<file path="src/rtl/hdlc_evt_pkg.sv">
package hdlc_evt_pkg;
  localparam int ST_W      = 8;
  localparam int B_GOAHEAD = 7;
  localparam int B_RX_EOP  = 6;
  localparam int B_TX_EOP  = 5;
  localparam int B_EOP_RD  = 4;
  localparam int B_TX_LOW  = 3;
  localparam int B_SHARED  = 2;
  localparam int B_RX_FULL = 1;
  localparam int B_RX_OVF  = 0;
endpackage

</file>
<file path="src/rtl/hdlc_evt_src_mux.sv">
module hdlc_evt_src_mux
  import hdlc_evt_pkg::*;
(
  input  logic            ev_goahead,
  input  logic            ev_rx_eop,
  input  logic            ev_tx_eop,
  input  logic            ev_eop_read,
  input  logic            ev_tx_low,
  input  logic            ev_rx_abort,
  input  logic            ev_tx_underrun,
  input  logic            ev_rx_full,
  input  logic            ev_rx_ovf,
  input  logic            sel_underrun,
  output logic [ST_W-1:0] set_vec
);
  always_comb begin
    set_vec            = '0;
    set_vec[B_GOAHEAD] = ev_goahead;
    set_vec[B_RX_EOP]  = ev_rx_eop;
    set_vec[B_TX_EOP]  = ev_tx_eop;
    set_vec[B_EOP_RD]  = ev_eop_read;
    set_vec[B_TX_LOW]  = ev_tx_low;
    // The shared bit follows the selected source only.
    set_vec[B_SHARED]  = sel_underrun ? ev_tx_underrun : ev_rx_abort;
    set_vec[B_RX_FULL] = ev_rx_full;
    set_vec[B_RX_OVF]  = ev_rx_ovf;
  end
endmodule

</file>
<file path="src/rtl/hdlc_evt_sticky.sv">
module hdlc_evt_sticky #(
  parameter int W = 8
) (
  input  logic         clk,
  input  logic         rst,
  input  logic         rd_stb,
  input  logic [W-1:0] set_vec,
  output logic [W-1:0] st_next,
  output logic [W-1:0] st_q
);
  for (genvar i = 0; i < W; i++) begin : g_bit
    // A read drops the old value, but an event in the same cycle still lands.
    assign st_next[i] = rd_stb ? set_vec[i] : (st_q[i] | set_vec[i]);
    always_ff @(posedge clk) begin
      if (rst) st_q[i] <= 1'b0;
      else     st_q[i] <= st_next[i];
    end
  end
endmodule

</file>
<file path="src/rtl/hdlc_evt_irq.sv">
module hdlc_evt_irq #(
  parameter int           W         = 8,
  parameter logic [W-1:0] MASK_INIT = '0
) (
  input  logic         clk,
  input  logic         rst,
  input  logic         mask_wr,
  input  logic [W-1:0] mask_wdata,
  input  logic [W-1:0] st_next,
  output logic [W-1:0] mask_q,
  output logic         irq
);
  logic [W-1:0] mask_next;

  assign mask_next = mask_wr ? mask_wdata : mask_q;

  // irq is built from next-state values, so it lines up with stat_q and mask_q.
  always_ff @(posedge clk) begin
    if (rst) begin
      mask_q <= MASK_INIT;
      irq    <= 1'b0;
    end else begin
      mask_q <= mask_next;
      irq    <= |(st_next & mask_next);
    end
  end
endmodule

</file>
<file path="src/rtl/hdlc_evt_status.sv">
module hdlc_evt_status
  import hdlc_evt_pkg::*;
#(
  parameter logic [ST_W-1:0] MASK_INIT = '0
) (
  input  logic            clk,
  input  logic            rst,
  input  logic            ev_goahead,
  input  logic            ev_rx_eop,
  input  logic            ev_tx_eop,
  input  logic            ev_eop_read,
  input  logic            ev_tx_low,
  input  logic            ev_rx_abort,
  input  logic            ev_tx_underrun,
  input  logic            ev_rx_full,
  input  logic            ev_rx_ovf,
  input  logic            sel_underrun,
  input  logic            rd_stb,
  input  logic            mask_wr,
  input  logic [ST_W-1:0] mask_wdata,
  output logic [ST_W-1:0] stat_q,
  output logic [ST_W-1:0] mask_q,
  output logic            irq
);
  logic [ST_W-1:0] set_vec;
  logic [ST_W-1:0] st_next;

  hdlc_evt_src_mux u_mux (
    .ev_goahead     (ev_goahead),
    .ev_rx_eop      (ev_rx_eop),
    .ev_tx_eop      (ev_tx_eop),
    .ev_eop_read    (ev_eop_read),
    .ev_tx_low      (ev_tx_low),
    .ev_rx_abort    (ev_rx_abort),
    .ev_tx_underrun (ev_tx_underrun),
    .ev_rx_full     (ev_rx_full),
    .ev_rx_ovf      (ev_rx_ovf),
    .sel_underrun   (sel_underrun),
    .set_vec        (set_vec)
  );

  hdlc_evt_sticky #(.W(ST_W)) u_sticky (
    .clk     (clk),
    .rst     (rst),
    .rd_stb  (rd_stb),
    .set_vec (set_vec),
    .st_next (st_next),
    .st_q    (stat_q)
  );

  hdlc_evt_irq #(.W(ST_W), .MASK_INIT(MASK_INIT)) u_irq (
    .clk        (clk),
    .rst        (rst),
    .mask_wr    (mask_wr),
    .mask_wdata (mask_wdata),
    .st_next    (st_next),
    .mask_q     (mask_q),
    .irq        (irq)
  );
endmodule

</file>
<file path="config.mk">
export PLATFORM = sky130hd
export DESIGN_NAME = hdlc_evt_status
export DESIGN_NICKNAME = d
export VERILOG_FILES = /design/src/rtl/hdlc_evt_pkg.sv /design/src/rtl/hdlc_evt_src_mux.sv /design/src/rtl/hdlc_evt_sticky.sv /design/src/rtl/hdlc_evt_irq.sv /design/src/rtl/hdlc_evt_status.sv
export SDC_FILE = /design/constraint.sdc
export NUM_CORES = 1
export LEC_CHECK = 0
export ABC_CLOCK_PERIOD_IN_PS = 1600
export BUFFER_PORTS_ARGS = -buffer_cell sky130_fd_sc_hd__buf_2
export CORE_UTILIZATION = 25
export CTS_CLUSTER_DIAMETER = 200
export DETAILED_ROUTE_END_ITERATION = 16
export GPL_TIMING_DRIVEN = 0
export SLEW_MARGIN = 40
export SYNTH_ARGS = -nofsm -noshare
export SYNTH_HDL_FRONTEND = slang
export SYNTH_HIERARCHICAL = 1
export SYNTH_SLANG_ARGS = --single-unit
</file>
<file path="constraint.sdc">
create_clock -name clk -period 1.6 [get_ports clk]
set_clock_uncertainty 0.1 [all_clocks]
set_input_delay 0.16 -clock clk [delete_from_list [all_inputs] [get_ports clk]]
set_output_delay 0.16 -clock clk [all_outputs]
set_load 0.01 [all_outputs]
</file>
; Word level (Yosys, flattened, before mapping)
; Index checks and enable logic that the tools add are counted.
[word_totals]
output_inout_bits = 17
in_bits = 22
wordCells = 30
ff_bits = 17
[classes]
muxes = 10
reduce_logical = 1
n_bitwise = 9
[op_table]
columns = cell, count
row1 = $mux 1, 9
row2 = $and 8x8->8, 1
row3 = $mux 8, 1
row4 = $or 1x1->1, 8
row5 = $reduce_or 8->1, 1

; Depth between registers and ports, before layout
[depth]
word_depth = 5
ltp_mapped = 6
mapped_depth_nobuf = 6

; By module
; The synthesis kept the hierarchy.
[by_module_without_submodules]
columns = mod, area_each_um2, instances, seq_area_each_um2, cells_per_inst
row1 = hdlc_evt_irq, 375.4, 1, 180.2, 41
row2 = hdlc_evt_sticky, 320.3, 1, 160.2, 41
row3 = hdlc_evt_src_mux, 67.6, 1, 0.0, 8

; Worst setup path before layout
; Ideal clock, no wire load.
[synth_path]
path_type = in2reg
from = input sel_underrun
to = register u_irq.irq
path_buffers = 0
setup_time_ns = 0.125
path_slack_ns = 0.331
path_stages = 6
required_ns = 1.375
t_arrival_ns = 1.044
cell_sequence = mux2_4 inv_1 nand2_1 inv_1 o22ai_1 o41a_1
[synth_via]
elab_chain_len = 5
[synth_rtl]
columns = element, line_no
row1 = "start, declared", hdlc_evt_status.sv:17  ; input logic sel_underrun,
row2 = $mux 1 *, hdlc_evt_src_mux.sv:24  ; set_vec[B_SHARED] = sel_underrun ? ev_tx_underrun : ev_rx_abort;
row3 = $or 1x1->1, hdlc_evt_sticky.sv:13  ; assign st_next[i] = rd_stb ? set_vec[i] : (st_q[i] | set_vec[i]);
row4 = $mux 1 *, hdlc_evt_sticky.sv:13
row5 = named net st_next[2], hdlc_evt_status.sv:26  ; logic [ST_W-1:0] st_next;
row6 = $and 8x8->8 *, hdlc_evt_irq.sv:24  ; irq <= |(st_next & mask_next);
row7 = $reduce_or 8->1 *, hdlc_evt_irq.sv:24
row8 = "end signal, assigned", hdlc_evt_irq.sv:24
row9 = "end, declared", hdlc_evt_irq.sv:11  ; output logic irq
; Mark *: on every way through the listed nets, which the timed path passes. The rest lies on a longest branch.
; A chain may end at the register's enable or synchronous reset.

; Worst setup path after layout
[layout_path]
from = register u_irq.mask_q[2]
to = register u_irq.irq
[layout_via]
elab_chain_len = 3
[layout_rtl]
columns = element, line_no
row1 = "start, declared", hdlc_evt_irq.sv:10  ; output logic [W-1:0] mask_q,
row2 = "start signal, assigned", hdlc_evt_irq.sv:23  ; mask_q <= mask_next;
row3 = $mux 8, hdlc_evt_irq.sv:15  ; assign mask_next = mask_wr ? mask_wdata : mask_q;
row4 = $and 8x8->8, hdlc_evt_irq.sv:24
row5 = $reduce_or 8->1, hdlc_evt_irq.sv:24
; Every way passes these cells.

==> results.json <==
{
  "outcome": "finished, violations left",
  "failed_checks": "DRC",
  "synth_top_area_share": 0.446,
  "cts_htree_levels": 1,
  "syn-instance-count": 90,
  "worst_ep_required_time_ns": 1.68,
  "layout.cells.most_common": "sky130_fd_sc_hd__buf_2",
  "final_max_slew_viol_count": 0,
  "critical_path.max_stage_delay_ns": 0.42,
  "r2r_setup_slack_ns": 0.36,
  "synth-seq-area-share": 0.446,
  "drt_first_iter_violations": 11,
  "gr_met2_demand_resource": 0.176,
  "worst_skew_pair.late_latency_ns": 0.28,
  "port_buffers": 29,
  "route.detailed.drc": 3,
  "avgSynthCellArea_sq_um": 8.48,
  "most-common-layout-cells": "sky130_fd_sc_hd__buf_2, sky130_fd_sc_hd__inv_1, sky130_fd_sc_hd__dfxtp_1",
  "rsz0062_at_grt": "no",
  "grt_max_degree": 10,
  "timing.critical_path.slowest_stage_cell": "sky130_fd_sc_hd__o41a_1",
  "core_region_area_sq_um": 2830,
  "clkSlewWorstSetupHoldPaths_ns": 0.09,
  "grt.met3_usage": 0.0363,
  "num_io_pins": 39,
  "initial_antenna_violation_count": 0,
  "gr-usage-met1": 0.125,
  "initial_utilization": 0.270,
  "post-synth-top-area-cell": "sky130_fd_sc_hd__dfxtp_1",
  "timing.critical_path.fanout_max": 2,
  "min_path_type": "input port to flip-flop",
  "die_area_sq_um": 3280,
  "timing.critical_path.depth": 3,
  "final_area_sq_um": 973,
  "postCtsSetupBuffers": 0,
  "cts_hold_repair.buffers": 0,
  "tmin_final_ns": 1.24,
  "whs_ns": 0.0198,
  "grt_pass1_wl_um": 2590,
  "globalRoute.totalOverflow": 0,
  "yosys_register_bits": 17,
  "worst_slew_pin_slew_ns": 0.395,
  "number_of_global_route_vias_before_repair": 673,
  "buffer_type_at_the_clock_tree_root": "sky130_fd_sc_hd__clkbuf_4",
  "critPathCapture": "u_irq/irq",
  "synth.distinct_cells": 16,
  "worst_setup_path_end_kind": "flip-flop",
  "die_width_um": 57.3,
  "grt-busiest-layer": "met2",
  "gp_congestion": 0.617,
  "max_cap_violations": 0,
  "synth.yosys.warnings": 6,
  "via_count": 665,
  "post_synth_main_area_contributors": "sky130_fd_sc_hd__dfxtp_1, sky130_fd_sc_hd__mux2i_1, sky130_fd_sc_hd__inv_1",
  "max_freq_ghz": 0.805,
  "finalSetupTns_ns": 0,
  "fp-row-count": 19,
  "finalPower_mw": 0.847,
  "firstDrtPassIters": 9,
  "setup.worst_path.class": "flip-flop to flip-flop",
  "timing.critical_path.max_delay_family": "compound AO/OA/AOI/OAI gates",
  "setup_viol": 0,
  "worst_ir_drop_vdd_v": 0.000405,
  "cts_tree": "built",
  "timing.critical_path.arrival_ns": 1.32,
  "crit-reg2reg-capture": "u_irq/irq",
  "timing.reg2reg.worst_path_depth": 3,
  "critPathLaunch": "u_irq/mask_q[2]",
  "path_buf_inv": 0,
  "finalNetCount": 146,
  "via_per_inst": 4.32,
  "cp-start-kind": "flip-flop",
  "cts_buf_count": 3,
  "chipHeight_um": 57.3,
  "postCtsResizedCells": 0,
  "crit_path_cell_trace": "mux2i_1 > o22ai_1 > o41a_1",
  "clock_tree.buffer_depth": 2,
  "wirelength_um": 1520,
  "postSynthNetCount": 112,
  "slew_headroom": 0.737,
  "cellPowerDensity_nw_per_um2": 870,
  "grtUsageTotal": 0.104,
  "final.period_utilization": 0.777,
  "p_leak_nw": 0.556,
  "numClockSinks": 17,
  "share_of_final_layout_standard_cells_stronger_than_drive_strength_1": 0.350,
  "placedInstanceArea_sq_um": 947,
  "dp_hpwl_um": 1270,
  "synth_area_sq_um": 763,
  "wire_per_inst_um": 9.88,
  "worst_r2r_startpoint": "u_irq/mask_q[2]",
  "hold_viol_final": 0,
  "syn_to_final_growth_pct": 27.5,
  "antenna_cells": 0,
  "postRouteAntennaNets": 0
}
power breakdown:
group          switching [mW]  internal [mW]  leakage [nW]
Clock                   0.127         0.0968        0.0150
Sequential             0.0134          0.451         0.141
Combinational          0.0787         0.0795         0.400
Total                   0.220          0.627         0.556
routing by layer:
metal,share of wire,vias up
met4,0.011,0
met5,0,-
li1,-,342
met1,0.46,291
met2,0.45,29
met3,0.083,3
per-stage QoR:
| stage | setup WS, ns | util | instances |
|---|---|---|---|
| after global placement | 0.154 | 0.335 | 150 |
| after floorplan | 0.331 | - | 90 |
| after detailed placement | 0.135 | 0.335 | 150 |
| after CTS | 0.341 | 0.344 | 154 |
| final | 0.357 | 0.344 | 154 |
| after global routing | 0.285 | 0.344 | 154 |
kinds of logic after synthesis:
logic type,count (synthesis),synth area share
buf+inv,27,0.177
simple gates,24,0.148
flops,17,0.446
compound gates,13,0.105
mux,9,0.125
worst min path at each step:
stage / startpoint / end / slack [ns] / cells after the start
after floorplan: mask_wdata[0] / u_irq/mask_q[0] / 0.23 / 2
after global placement: ev_rx_eop / u_sticky/st_q[6] / 0.31 / 3
after detailed placement: ev_rx_full / u_sticky/st_q[1] / 0.32 / 3
after CTS: ev_rx_eop / u_sticky/st_q[6] / 0.02 / 3
after global routing: ev_rx_full / u_sticky/st_q[1] / 0.01 / 3
final: ev_rx_eop / u_sticky/st_q[6] / 0.02 / 3
layout make-up:
type	count	area [sq um]
fill	307	1860
sequential	17	340
multi-input combinational	46	288
timing repair buffer	29	145
buffer	10	71.3
inverter	17	63.8
tap	31	38.8
clock buffer	4	26.3
cell usage after synthesis:
master,count
sky130_fd_sc_hd__mux2_4,1
sky130_fd_sc_hd__a21oi_2,1
sky130_fd_sc_hd__buf_6,1
sky130_fd_sc_hd__nand2_1,8
sky130_fd_sc_hd__buf_4,7
sky130_fd_sc_hd__clkbuf_1,1
sky130_fd_sc_hd__a21oi_1,7
sky130_fd_sc_hd__mux2i_1,8
sky130_fd_sc_hd__nand2b_1,7
sky130_fd_sc_hd__nand2b_2,1
sky130_fd_sc_hd__o22ai_1,4
sky130_fd_sc_hd__inv_1,17
sky130_fd_sc_hd__buf_1,1
sky130_fd_sc_hd__o41a_1,1
sky130_fd_sc_hd__dfxtp_1,17
sky130_fd_sc_hd__nor2_1,8
sequential cells by signal, summed over array words and instances (netlist names):
signal / cells
u_sticky/st_q: 8
u_irq/mask_q: 8
u_irq/irq: 1
worst min-delay path, stage by stage:
cell and delay [ns]:
sky130_fd_sc_hd__buf_4 0.07, sky130_fd_sc_hd__inv_1 0.04, sky130_fd_sc_hd__a21oi_2 0.09
Note: power is estimated with default switching activity, not from simulation.
